**config.mk**
```make
export PLATFORM = sky130hd
export DESIGN_NAME = swallow_ctr
export DESIGN_NICKNAME = d
export VERILOG_FILES = /design/src/rtl/swallow_pkg.sv /design/src/rtl/swallow_match.sv /design/src/rtl/swallow_dir.sv /design/src/rtl/swallow_count.sv /design/src/rtl/swallow_ctr.sv
export SDC_FILE = /design/constraint.sdc
export NUM_CORES = 1
export LEC_CHECK = 0
export ABC_AREA = 1
export BUFFER_PORTS_ARGS = -buffer_cell sky130_fd_sc_hd__buf_4
export CAP_MARGIN = 20
export CORE_UTILIZATION = 35
export DETAILED_ROUTE_END_ITERATION = 10
export GPL_TIMING_DRIVEN = 0
export HOLD_SLACK_MARGIN = 0.08
export PLACE_DENSITY = 0.53
export SYNTH_ARGS = -nofsm -noshare
export SYNTH_HDL_FRONTEND = slang
export SYNTH_SLANG_ARGS = --single-unit
```
**constraint.sdc**
```tcl
create_clock -name clk -period 2.2 [get_ports clk]
set_input_delay 0.33 -clock clk [delete_from_list [all_inputs] [get_ports clk]]
set_output_delay 0.33 -clock clk [all_outputs]
set_load 0.005 [all_outputs]
```
**src/rtl/swallow_pkg.sv**
```systemverilog
package swallow_pkg;
  typedef enum logic {
    DIR_UP   = 1'b0,
    DIR_DOWN = 1'b1
  } dir_e;
endpackage

```
**src/rtl/swallow_match.sv**
```systemverilog
module swallow_match #(
  parameter int W = 5
) (
  input  logic [W-1:0] a_i,
  input  logic [W-1:0] b_i,
  output logic         eq_o
);
  logic [W-1:0] diff;
  assign diff = a_i ^ b_i;
  assign eq_o = ~|diff;
endmodule

```
**src/rtl/swallow_dir.sv**
```systemverilog
module swallow_dir
  import swallow_pkg::*;
(
  input  logic clk,
  input  logic rst,
  input  logic flip_i,
  output dir_e dir_o
);
  always_ff @(posedge clk) begin
    if (rst)         dir_o <= DIR_UP;
    else if (flip_i) dir_o <= (dir_o == DIR_UP) ? DIR_DOWN : DIR_UP;
  end

  AST_DIR_FLIPS: assert property (@(posedge clk) disable iff (rst)
    flip_i |=> (dir_o != $past(dir_o)));
  AST_DIR_HOLDS: assert property (@(posedge clk) disable iff (rst)
    !flip_i |=> $stable(dir_o));
endmodule

```
**src/rtl/swallow_count.sv**
```systemverilog
module swallow_count
  import swallow_pkg::*;
#(
  parameter int W       = 5,
  parameter int PRELOAD = 28
) (
  input  logic         clk,
  input  logic         rst,
  input  logic         zero_i,
  input  logic         load_i,
  input  logic         step_i,
  input  dir_e         dir_i,
  output logic [W-1:0] cnt_o
);
  localparam logic [W-1:0] LOAD_VAL = W'(PRELOAD);
  localparam logic [W-1:0] ONE      = W'(1);

  logic [W-1:0] nxt;
  logic [W-1:0] tgl;

  always_comb begin
    nxt = cnt_o;
    if (zero_i)      nxt = '0;
    else if (load_i) nxt = LOAD_VAL;
    else if (step_i) nxt = (dir_i == DIR_UP) ? cnt_o + ONE : cnt_o - ONE;
  end

  assign tgl = cnt_o ^ nxt;

  for (genvar i = 0; i < W; i++) begin : g_tbit
    always_ff @(posedge clk) begin
      if (rst) cnt_o[i] <= 1'b0;
      else     cnt_o[i] <= cnt_o[i] ^ tgl[i];
    end
  end

  AST_LOAD_VALUE: assert property (@(posedge clk) disable iff (rst)
    (load_i && !zero_i) |=> (cnt_o == LOAD_VAL));
  AST_STEP_HOLD: assert property (@(posedge clk) disable iff (rst)
    (!zero_i && !load_i && !step_i) |=> $stable(cnt_o));
endmodule

```
**src/rtl/swallow_ctr.sv**
```systemverilog
module swallow_ctr
  import swallow_pkg::*;
#(
  parameter int CNT_W   = 5,
  parameter int PRELOAD = 28
) (
  input  logic             clk,
  input  logic             rst,
  input  logic [CNT_W-1:0] chan_i,
  output logic [CNT_W-1:0] cnt_o,
  output logic             ud_o,
  output logic             rl_n_o,
  output logic             err_o
);
  localparam logic [CNT_W-1:0] MAX_CODE = CNT_W'(PRELOAD);
  localparam logic [CNT_W-1:0] ONE      = CNT_W'(1);

  logic [CNT_W-1:0] code_q;
  logic [CNT_W-1:0] cnt;
  logic             turn_q;
  logic             hit;
  logic             bad_code;
  logic             zero_en;
  logic             load_en;
  logic             step_en;
  logic             take_code;
  dir_e             dir;

  assign bad_code  = code_q > MAX_CODE;
  assign load_en   = turn_q && (dir == DIR_UP);
  assign zero_en   = bad_code || (turn_q && (dir == DIR_DOWN));
  assign step_en   = !turn_q && !hit && !bad_code;
  assign take_code = bad_code || (turn_q && (dir == DIR_DOWN));

  swallow_match #(.W(CNT_W)) u_match (
    .a_i (cnt),
    .b_i (code_q),
    .eq_o(hit)
  );

  swallow_count #(.W(CNT_W), .PRELOAD(PRELOAD)) u_count (
    .clk   (clk),
    .rst   (rst),
    .zero_i(zero_en),
    .load_i(load_en),
    .step_i(step_en),
    .dir_i (dir),
    .cnt_o (cnt)
  );

  swallow_dir u_dir (
    .clk   (clk),
    .rst   (rst),
    .flip_i(turn_q),
    .dir_o (dir)
  );

  always_ff @(posedge clk) begin
    if (rst)            code_q <= chan_i;
    else if (take_code) code_q <= chan_i;
  end

  always_ff @(posedge clk) begin
    if (rst)           turn_q <= 1'b0;
    else if (bad_code) turn_q <= 1'b0;
    else if (turn_q)   turn_q <= 1'b0;
    else               turn_q <= hit;
  end

  assign cnt_o  = cnt;
  assign ud_o   = (dir == DIR_DOWN);
  assign rl_n_o = ~turn_q;
  assign err_o  = bad_code;

  AST_UP_STEP: assert property (@(posedge clk) disable iff (rst)
    (!err_o && rl_n_o && !ud_o && cnt_o != code_q) |=> (cnt_o == $past(cnt_o) + ONE));
  AST_STROBE_SINGLE: assert property (@(posedge clk) disable iff (rst)
    !rl_n_o |=> rl_n_o);
  AST_DOWN_STEP: assert property (@(posedge clk) disable iff (rst)
    (!err_o && rl_n_o && ud_o && cnt_o != code_q) |=> (cnt_o == $past(cnt_o) - ONE));
  AST_TURN_TO_DOWN: assert property (@(posedge clk) disable iff (rst)
    (!rl_n_o && !ud_o) |=> (ud_o && cnt_o == MAX_CODE));
  AST_TURN_TO_UP: assert property (@(posedge clk) disable iff (rst)
    (!rl_n_o && ud_o) |=> (!ud_o && cnt_o == '0));
  AST_CODE_KEPT: assert property (@(posedge clk) disable iff (rst)
    (!err_o && !(!rl_n_o && ud_o)) |=> $stable(code_q));
  AST_ERR_PARKED: assert property (@(posedge clk) disable iff (rst)
    err_o |-> (cnt_o == '0 && !ud_o && rl_n_o));
endmodule

```
==> Word-level counts from Yosys, hierarchy flattened <==
Cells that the tools add are included.
{ "classes": {"n_addsub": 2, "n_lt_le_gt_ge": 1, "mux": 7, "bitwise_logic": 9, "n_reduce_logical": 11} }
{ "ops": {"columns": ["cell", "count"], "rows": [
  ["$mux 5", 6],
  ["$xor 5x5->5", 2],
  ["$add 5x1->5 const B", 1],
  ["$gt 5x5->1 const B", 1],
  ["$reduce_or 5->1", 1],
  ["$sub 5x1->5 const B", 1],
  ["$xor 1x1->1", 5],
  ["$logic_and 1x1->1", 4],
  ["$logic_not 1->1", 3],
  ["$reduce_or 3->1", 1],
  ["$not 1->1", 2],
  ["$reduce_bool 2->1", 1],
  ["$logic_or 1x1->1", 1],
  ["$mux 1", 1]
]} }
{ "word_totals": {"ff_bits": 12, "wordCells": 38} }

==> Longest topological paths before layout <==
Gate-level depths: netlist of run 1.
{ "logic_depth": {"word_depth": 9, "mapped_depth": 10, "depth_no_buf": 10} }

==> Hierarchy <==
Synthesis of run 1 repeated with hierarchy kept, for this count alone.
{ "hier_totals": {"hier_cells": 91, "hier_area_um2": 714.4} }
{ "by_module_without_submodules": {"columns": ["module", "n_inst", "cells_each", "area_each_um2"], "rows": [
  ["swallow_count", 1, 49, 352.8],
  ["swallow_ctr", 1, 20, 246.5],
  ["swallow_match", 1, 16, 76.3],
  ["swallow_dir", 1, 6, 38.8]
]} }

==> Worst setup path before layout of run 1 <==
Ideal clock, no wire load.
{ "synth_timing": {"path_kind": "register -> register", "startpoint": "reg u_count.cnt_o[0]", "endpoint": "reg u_count.cnt_o[4]", "t_arrival_ns": 1.443, "t_required_ns": 2.079, "path_slack_ns": 0.636, "stages_incl_launch_ff": 10, "path_cell_list": "dfxtp_1 -> inv_1 -> fa_1 -> nand3b_1 -> nand3_1 -> nand2_1 -> nand3_1 -> nand2_1 -> nor2_1 -> nor2_1"} }
{ "synth_between": {"elab_chain_cells": 9, "elab_cells_between_ends": 12} }
{ "synth_rtl": {"columns": ["element", "line_no", "rtl"], "rows": [
  ["start, declared", "swallow_count.sv:13", "output logic [W-1:0] cnt_o"],
  ["start signal, assigned by index", "swallow_count.sv:33", "else cnt_o[i] <= cnt_o[i] ^ tgl[i];"],
  ["branches (longest 4 deep; another with $add 5x1->5)", null, null],
  ["$mux 5 *", "swallow_count.sv:25", "else if (step_i) nxt = (dir_i == DIR_UP) ? cnt_o + ONE : cnt_o - ONE;"],
  ["$mux 5 *", "swallow_count.sv:24", "else if (load_i) nxt = LOAD_VAL;"],
  ["$mux 5 *", "swallow_count.sv:23", "if (zero_i) nxt = '0;"],
  ["$xor 5x5->5 *", "swallow_count.sv:28", "assign tgl = cnt_o ^ nxt;"],
  ["$xor 1x1->1 *", "swallow_count.sv:33", null]
]} }
Mark *: on every way between the ends.
A chain may end at the register's enable or synchronous reset.

==> Worst setup path after layout of run 1 <==
{ "layout_timing": {"startpoint": "reg u_dir.dir_o", "endpoint": "reg u_count.cnt_o[4]"} }
{ "layout_between": {"elab_chain_cells": 6, "elab_cells_between_ends": 10} }
{ "layout_rtl": {"columns": ["element", "line_no", "rtl"], "rows": [
  ["start, declared", "swallow_dir.sv:7", "output dir_e dir_o"],
  ["start signal, assigned", "swallow_dir.sv:11", "else if (flip_i) dir_o <= (dir_o == DIR_UP) ? DIR_DOWN : DIR_UP;"],
  ["$mux 5 / $not 1->1 (equally long branches)", null, null],
  ["$mux 5 / $logic_and 1x1->1 (equally long branches)", "swallow_count.sv:25, swallow_ctr.sv:30", null],
  ["$mux 5", "swallow_count.sv:24", null],
  ["$mux 5 *", "swallow_count.sv:23", null],
  ["$xor 5x5->5 *", "swallow_count.sv:28", null],
  ["$xor 1x1->1 *", "swallow_count.sv:33", null]
]} }
Every way passes the cells marked *; elsewhere a longest branch is shown, timed or not.

==> load_flow_metrics.sql, run 1 <==
INSERT INTO impl_metrics (metric_group, metric, value, unit) VALUES
('finish', 'layout.core_utilization', '0.461', ''),
('finish', 'drive_gt1_frac', '0.246', ''),
('min_path', 'whs_path_depth', '1', ''),
('critical_path', 'worst_r2r_startpoint', 'u_dir.dir_o', ''),
('clock_tree', 'cts_max_level', '1', ''),
('min_path', 'hold_end', 'code_q[2]', ''),
('yosys', 'adder_cell_share_of_the_synthesized_area', '0.0780', ''),
('critical_path', 'rr_worst_depth', '9', ''),
('clock_tree', 'tritoncts', 'yes', ''),
('placed_design', 'finalWeightedCongestion', '0.689', ''),
('clock_tree', 'cts_hold_buf', '0', ''),
('yosys', 'synth_cells', '96', ''),
('clock_tree', 'tritoncts.num_buffers', '3', ''),
('power', 'vdd_ir_drop_max', '0.431', 'mV'),
('flow_run', 'maxCapViolCount', '0', ''),
('drt', 'dr_total_vias', '635', ''),
('die', 'start_util', '0.372', ''),
('critical_path', 'critPathCaptureType', 'flip-flop', ''),
('sta', 'unrepaired_setup_endpoints_after_global_routing', 'no', ''),
('yosys', 'synth-edff-count', '5', ''),
('finish', 'post-route-cell-area', '913', 'µm²'),
('yosys', 'post_synth.cell_area_avg', '7.69', 'µm²'),
('drt', 'routedLengthMet1', '702', 'µm'),
('placed_design', 'pre_cts_ws', '0.463', 'ns'),
('power', 'powerDensity', '616', 'nW/µm²'),
('sta', 'final-max-slew-violation-count', '0', ''),
('min_path', 'worst_hold_path_type', 'primary input to flip-flop', ''),
('grt', 'antenna_violations_before_repair', '0', ''),
('yosys', 'yosys-mux-area-fraction', '0', ''),
('yosys', 'synth_compound_gate_area_share', '0.0542', ''),
('yosys', 'net_count_synth', '107', ''),
('clock_tree', 'cts.clk_slew.worst_paths', '0.08', 'ns'),
('die', 'placementRows', '16', ''),
('yosys', 'syn-cell-area', '738', 'µm²'),
('sta', 'worst_slack', '0.449', 'ns'),
('finish', 'multi_input_comb_area', '384', 'µm²'),
('sta', 'finalCriticalPeriod', '1.75', 'ns'),
('critical_path', 'highest_fanout_seen_on_the_critical_path', '6', ''),
('drt', 'top_layer', 'met4', ''),
('yosys', 'postSynth.topFlopCell', 'dfxtp_1', ''),
('clock_tree', 'clk_root_buffer_cell', 'clkbuf_4', ''),
('power', 'swShare', '0.280', ''),
('finish', 'layout_net_count', '126', ''),
('yosys', 'synth_seq_area_share', '0.393', ''),
('grt', 'grt_overflow_total', '0', ''),
('sta', 'timing.final.crit_share', '0.796', ''),
('critical_path', 'path_class', 'flip-flop to flip-flop', ''),
('placed_design', 'postPlaceCellArea', '877', 'µm²'),
('finish', 'final.fill_count', '199', ''),
('status', 'outcome', 'completed', ''),
('grt', 'largest_net_degree_at_the_start_of_global_routing', '10', ''),
('critical_path', 'critical_path.startpoint_type', 'flip-flop', ''),
('die', 'die_height', '47.9', 'µm'),
('placed_design', 'numPortBuffers', '14', ''),
('sta', 'slew_at_the_pin_closest_to_its_max_slew_limit', '0.263', 'ns'),
('drt', 'met3_wirelength', '42', 'µm'),
('power', 'pwr-share-seq', '0.475', ''),
('power', 'power_switching', '0.000158', 'W'),
('finish', 'seqCellArea', '290', 'µm²'),
('critical_path', 'worst_ep_arrival_time', '1.91', 'ns'),
('grt', 'grt_usage', '0.144', ''),
('drt', 'iteration_0_drc_count_of_the_detailed_router', '6', ''),
('yosys', 'netlist-cell-type-count', '20', ''),
('critical_path', 'required_time_of_the_critical_path', '2.36', 'ns'),
('clock_tree', 'post_cts.repair.setup_buffers', '0', ''),
('yosys', 'synth-simple-area-share', '0.354', ''),
('sta', 'final-hold-violation-count', '0', ''),
('power', 'internal_power', '0.000405', 'W'),
('drt', 'post_drt_wl_per_cell', '9.77', 'µm'),
('drt', 'wl_met2', '611', 'µm'),
('min_path', 'holdCritStartpoint', 'chan_i[2]', '');
cell families after synthesis:
kind of cell / count (synthesis)
AO/OA/AOI/OAI: 8
XOR/XNOR: 2
adder cells (fa/ha/maj): 4
buffers and inverters: 17
flip-flops: 12
AND/OR/NAND/NOR: 53
per-stage QoR:
stage                     hold slack (ns)  cells  power (W)
after floorplan                     0.429     96   0.000354
after global placement              0.508    137   0.000393
after detailed placement            0.510    137   0.000394
after CTS                           0.218    141   0.000573
after global routing                0.206    141   0.000600
final                               0.229    141   0.000563
Yosys cell counts, types with 2 or more instances:
cell type,count,area share
nor2_4,3,0.046
inv_1,15,0.076
nand2_2,2,0.017
nor2_1,8,0.041
nor2_2,2,0.017
dfxtp_1,7,0.19
edfxtp_1,5,0.20
nand2_1,27,0.14
a21oi_1,7,0.047
nand3_1,8,0.054
ha_1,3,0.051
metal layers:
metal,GRT usage,up-vias
li1,-,338
met1,0.172,285
met2,0.227,10
met3,0.0566,2
met4,0.0667,0
met5,0,-
cells in the final DEF (no fill, tap or decap):
| cell type | netlist | routed |
|---|---|---|
| nand2_1 | 27 | 27 |
| buf_4 | 0 | 14 |
| clkbuf_4 | 0 | 3 |
| nor2_1 | 8 | 8 |
| inv_2 | 1 | 1 |
| o21ai_0 | 1 | 1 |
| nand2_2 | 2 | 2 |
| xnor2_2 | 1 | 1 |
| inv_1 | 15 | 15 |
| fa_1 | 1 | 1 |
| a21oi_1 | 7 | 7 |
| edfxtp_1 | 5 | 5 |
| nor2_4 | 3 | 3 |
| clkinv_1 | 1 | 1 |
| clkbuf_8 | 0 | 1 |
| nor2_2 | 2 | 2 |
| dfxtp_1 | 7 | 7 |
| ha_1 | 3 | 3 |
| nand4_1 | 1 | 1 |
| xnor2_1 | 1 | 1 |
| nand3_1 | 8 | 8 |
| nand3_4 | 1 | 1 |
| nand3b_1 | 1 | 1 |
flip-flops by register name, indices dropped and copies added (netlist names):
register       cells
turn_q             1
u_count.cnt_o      5
code_q             5
u_dir.dir_o        1
area by class of cell:
class                   instances  area share
clock buffers                   4      0.0397
inverters                      17      0.0699
multi-input cells              67       0.421
flip-flops and latches         12       0.318
well taps                      27      0.0370
repair buffers                 14       0.115
power groups by stage:
stage	Sequential [W]	Combinational, W	Clock (W)
after floorplan	0.000269	0.0000851	0
after global placement	0.000272	0.000121	0
after detailed placement	0.000273	0.000121	0
after CTS	0.000268	0.000122	0.000183
after global routing	0.000270	0.000138	0.000192
final	0.000267	0.000120	0.000175
worst max-delay path, cell delays in order (launching register included):
cell	delay [ns]
dfxtp_1	0.44
inv_1	0.16
fa_1	0.42
nand3b_1	0.20
nand3_1	0.09
nand2_1	0.05
nand3_1	0.07
nand2_1	0.05
nor2_1	0.10
nor2_1	0.05
how the worst max path moves through the flow:
stage | to | start | cells after the start | slack (ns)
floorplan | u_count.cnt_o[4] | u_count.cnt_o[0] | 9 | 0.64
global route | u_count.cnt_o[4] | u_dir.dir_o | 9 | 0.34
CTS | u_count.cnt_o[4] | u_dir.dir_o | 9 | 0.43
global placement | u_count.cnt_o[4] | u_count.cnt_o[0] | 9 | 0.46
finish | u_count.cnt_o[4] | u_dir.dir_o | 9 | 0.45
detailed placement | u_count.cnt_o[4] | u_dir.dir_o | 9 | 0.46
(Power assumes the default switching activity.)
==> run 2, diff against run 1 <==
- PLACE_DENSITY: 0.53 -> 0.55
- clock period: 2.2 -> 1.6 ns (I/O delays scaled with it)
==> run 2 against run 1 <==
Final area grew 3.2%. Largest power group unchanged. Clock power rose by 38%. Register-to-register slack got worse by 0.37 ns. Power increased by 39%. Critical path depth unchanged. Utilization up 1.5 points. Clock skew is 0.0014 ns higher. Die area stayed put.
==> load_flow_metrics.sql, run 2 (synthesis gave the netlist of run 1 again) <==
INSERT INTO impl_metrics (metric_group, metric, value, unit) VALUES
('status', 'outcome', 'completed', ''),
('finish', 'layout.cells.most_common_list', 'nand2_1, buf_4, inv_1', ''),
('die', 'placementRows', '16', ''),
('clock_tree', 'max-clock-path-buffers', '2', ''),
('finish', 'final_common_cell', 'nand2_1', ''),
('sta', 'relSlewSlack', '0.834', ''),
('critical_path', 'worstPathCellList', 'inv_1, fa_2, nand3b_1, nand3_1, nand2_1, nand3_1, nand2_1, nor2_2, nor2_1', ''),
('sta', 'timing.final.crit_share', '0.950', ''),
('grt', 'grt_pass1_wl', '2080', 'µm'),
('power', 'power_leakage', '0.462', 'nW'),
('sta', 'worst_slack', '0.0795', 'ns'),
('critical_path', 'path_class', 'flip-flop to flip-flop', ''),
('min_path', 'worst_hold_path_type', 'primary input to flip-flop', ''),
('drt', 'detail_route.first_pass.iterations', '4', ''),
('clock_tree', 'tritoncts', 'yes', ''),
('critical_path', 'worst_ep_arrival_time', '1.68', 'ns'),
('critical_path', 'critical_path.startpoint_type', 'flip-flop', ''),
('power', 'powerDensity', '832', 'nW/µm²'),
('finish', 'areaGrowthSynthToFinish', '27.6', '%'),
('die', 'pin_count', '15', ''),
('drt', 'iteration_0_drc_count_of_the_detailed_router', '4', ''),
('clock_tree', 'cts.clk_slew.worst_paths', '0.07', 'ns'),
('power', 'power_frac_comb', '0.228', ''),
('critical_path', 'crit_path_start', 'u_count.cnt_o[0]', ''),
('power', 'swShare', '0.279', ''),
('finish', 'n_antenna_cell', '0', ''),
('placed_design', 'dpl.hpwl', '1060', 'µm'),
('flow_run', 'maxCapViolCount', '0', ''),
('clock_tree', 'clkLatencyLatePin', '0.28', 'ns'),
('drt', 'antenna_violating_nets_post_route', '0', ''),
('sta', 'worst_clock_skew', '0.00437', 'ns'),
('grt', 'via_count_of_the_first_global_routing_pass', '502', ''),
('critical_path', 'worst_path_max_delay_cell', 'fa_2', ''),
('critical_path', 'path_delay_family', 'simple AND/OR/NAND/NOR gates', ''),
('placed_design', 'postPlaceCellArea', '877', 'µm²'),
('critical_path', 'critical_path.max_stage_delay', '0.39', 'ns'),
('critical_path', 'critPathCaptureType', 'flip-flop', ''),
('drt', 'dr_total_vias', '631', ''),
('grt', 'grt_overflow_total', '0', ''),
('die', 'core', '1980', 'µm²'),
('placed_design', 'numPortBuffers', '14', ''),
('power', 'pwr-share-seq', '0.465', ''),
('sta', 'clock.fmax', '658', 'MHz'),
('die', 'start_util', '0.372', ''),
('critical_path', 'crit_buf_inv', '1', ''),
('die', 'die_x', '47.9', 'µm'),
('sta', 'final-max-slew-violation-count', '0', ''),
('min_path', 'holdCritStartpoint', 'chan_i[1]', ''),
('power', 'power_switching', '0.000219', 'W'),
('power', 'vdd_ir_drop_max', '0.476', 'mV'),
('placed_design', 'finalWeightedCongestion', '0.738', ''),
('power', 'power.share.clock', '0.307', ''),
('sta', 'setup_total_negative_slack', '0', 'ns'),
('die', 'die_height', '47.9', 'µm'),
('clock_tree', 'cts_max_level', '1', ''),
('critical_path', 'highest_fanout_seen_on_the_critical_path', '3', ''),
('sta', 'slew_at_the_pin_closest_to_its_max_slew_limit', '0.249', 'ns'),
('grt', 'largest_net_degree_at_the_start_of_global_routing', '10', ''),
('sta', 'finalCriticalPeriod', '1.52', 'ns'),
('finish', 'layout_net_count', '128', ''),
('placed_design', 'pre_cts_ws', '-0.127', 'ns'),
('clock_tree', 'clk_root_buffer_cell', 'clkbuf_4', ''),
('grt', 'antenna_violations_before_repair', '0', ''),
('finish', 'biggestRegsByFlops', 'code_q x5, u_count.cnt_o x5', ''),
('finish', 'drive_gt1_frac', '0.310', ''),
('grt', 'grt_usage', '0.137', ''),
('drt', 'post_drt_wl_per_cell', '9.51', 'µm'),
('clock_tree', 'cts.sinks', '12', ''),
('drt', 'remaining_drc_errors', '0', ''),
('finish', 'post-route-cell-area', '942', 'µm²'),
('finish', 'final.fill_count', '203', ''),
('sta', 'final-hold-violation-count', '0', ''),
('die', 'die-area', '2300', 'µm²'),
('clock_tree', 'tritoncts.num_buffers', '3', ''),
('power', 'internal_power', '0.000565', 'W'),
('sta', 'unrepaired_setup_endpoints_after_global_routing', 'no', ''),
('critical_path', 'worst_r2r_startpoint', 'u_count.cnt_o[0]', ''),
('clock_tree', 'cts_hold_buf', '0', ''),
('drt', 'detail_route.wirelength', '1360', 'µm'),
('critical_path', 'required_time_of_the_critical_path', '1.76', 'ns'),
('sta', 'final-setup-viol-count', '0', ''),
('drt', 'vias_per_cell', '4.41', '');
[run 2: layout make-up]
cell class | count | area [µm²] | area share
tap | 27 | 33.8 | 0.0359
inverter | 17 | 63.8 | 0.0677
clock buffer | 4 | 36.3 | 0.0385
timing repair buffer | 16 | 120 | 0.127
multi-input combinational | 67 | 389 | 0.413
sequential | 12 | 299 | 0.317
[run 2: layer usage]
metal / share of wire / GRT usage / wire (µm) / up-vias
met5: 0 / 0 / 0 / -
met4: 0.015 / 0.0500 / 21 / 0
met3: 0.045 / 0.0566 / 61 / 5
met2: 0.45 / 0.208 / 616 / 10
met1: 0.49 / 0.174 / 661 / 272
li1: - / - / - / 344
[run 2: timing repair]
| item | 4_1_cts | 5_1_grt |
|---|---|---|
| buffers inserted | 0 | 2 |
| gates resized for setup | 5 | 3 |
| endpoints found under the setup margin | 1 | 1 |
| hold endpoints to repair | 0 | 0 |
[run 2: path summary, 6_finish.rpt]
path | to | slack [ns] | cells after the start
hold reg to reg | u_dir.dir_o | 0.55 | 2
setup reg to reg | u_count.cnt_o[4] | 0.08 | 9
setup / recovery | u_count.cnt_o[4] | 0.08 | 9
hold / removal | code_q[1] | 0.13 | 1
[run 2: power by group through the flow]
stage	logic (W)	registers [W]	clock network, W
after global routing	0.000204	0.000368	0.000262
after global placement	0.000166	0.000374	0
after CTS	0.000170	0.000367	0.000253
after floorplan	0.000117	0.000370	0
final	0.000179	0.000365	0.000241
after detailed placement	0.000167	0.000375	0
[run 2: through the flow]
stage,std cells,hold WS (ns),utilization,total power (W)
floorplan,96,0.339,-,0.000487
global placement,137,0.418,0.443,0.000540
detailed placement,137,0.421,0.443,0.000542
CTS,141,0.124,0.466,0.000789
global route,143,0.120,0.475,0.000834
finish,143,0.134,0.475,0.000784
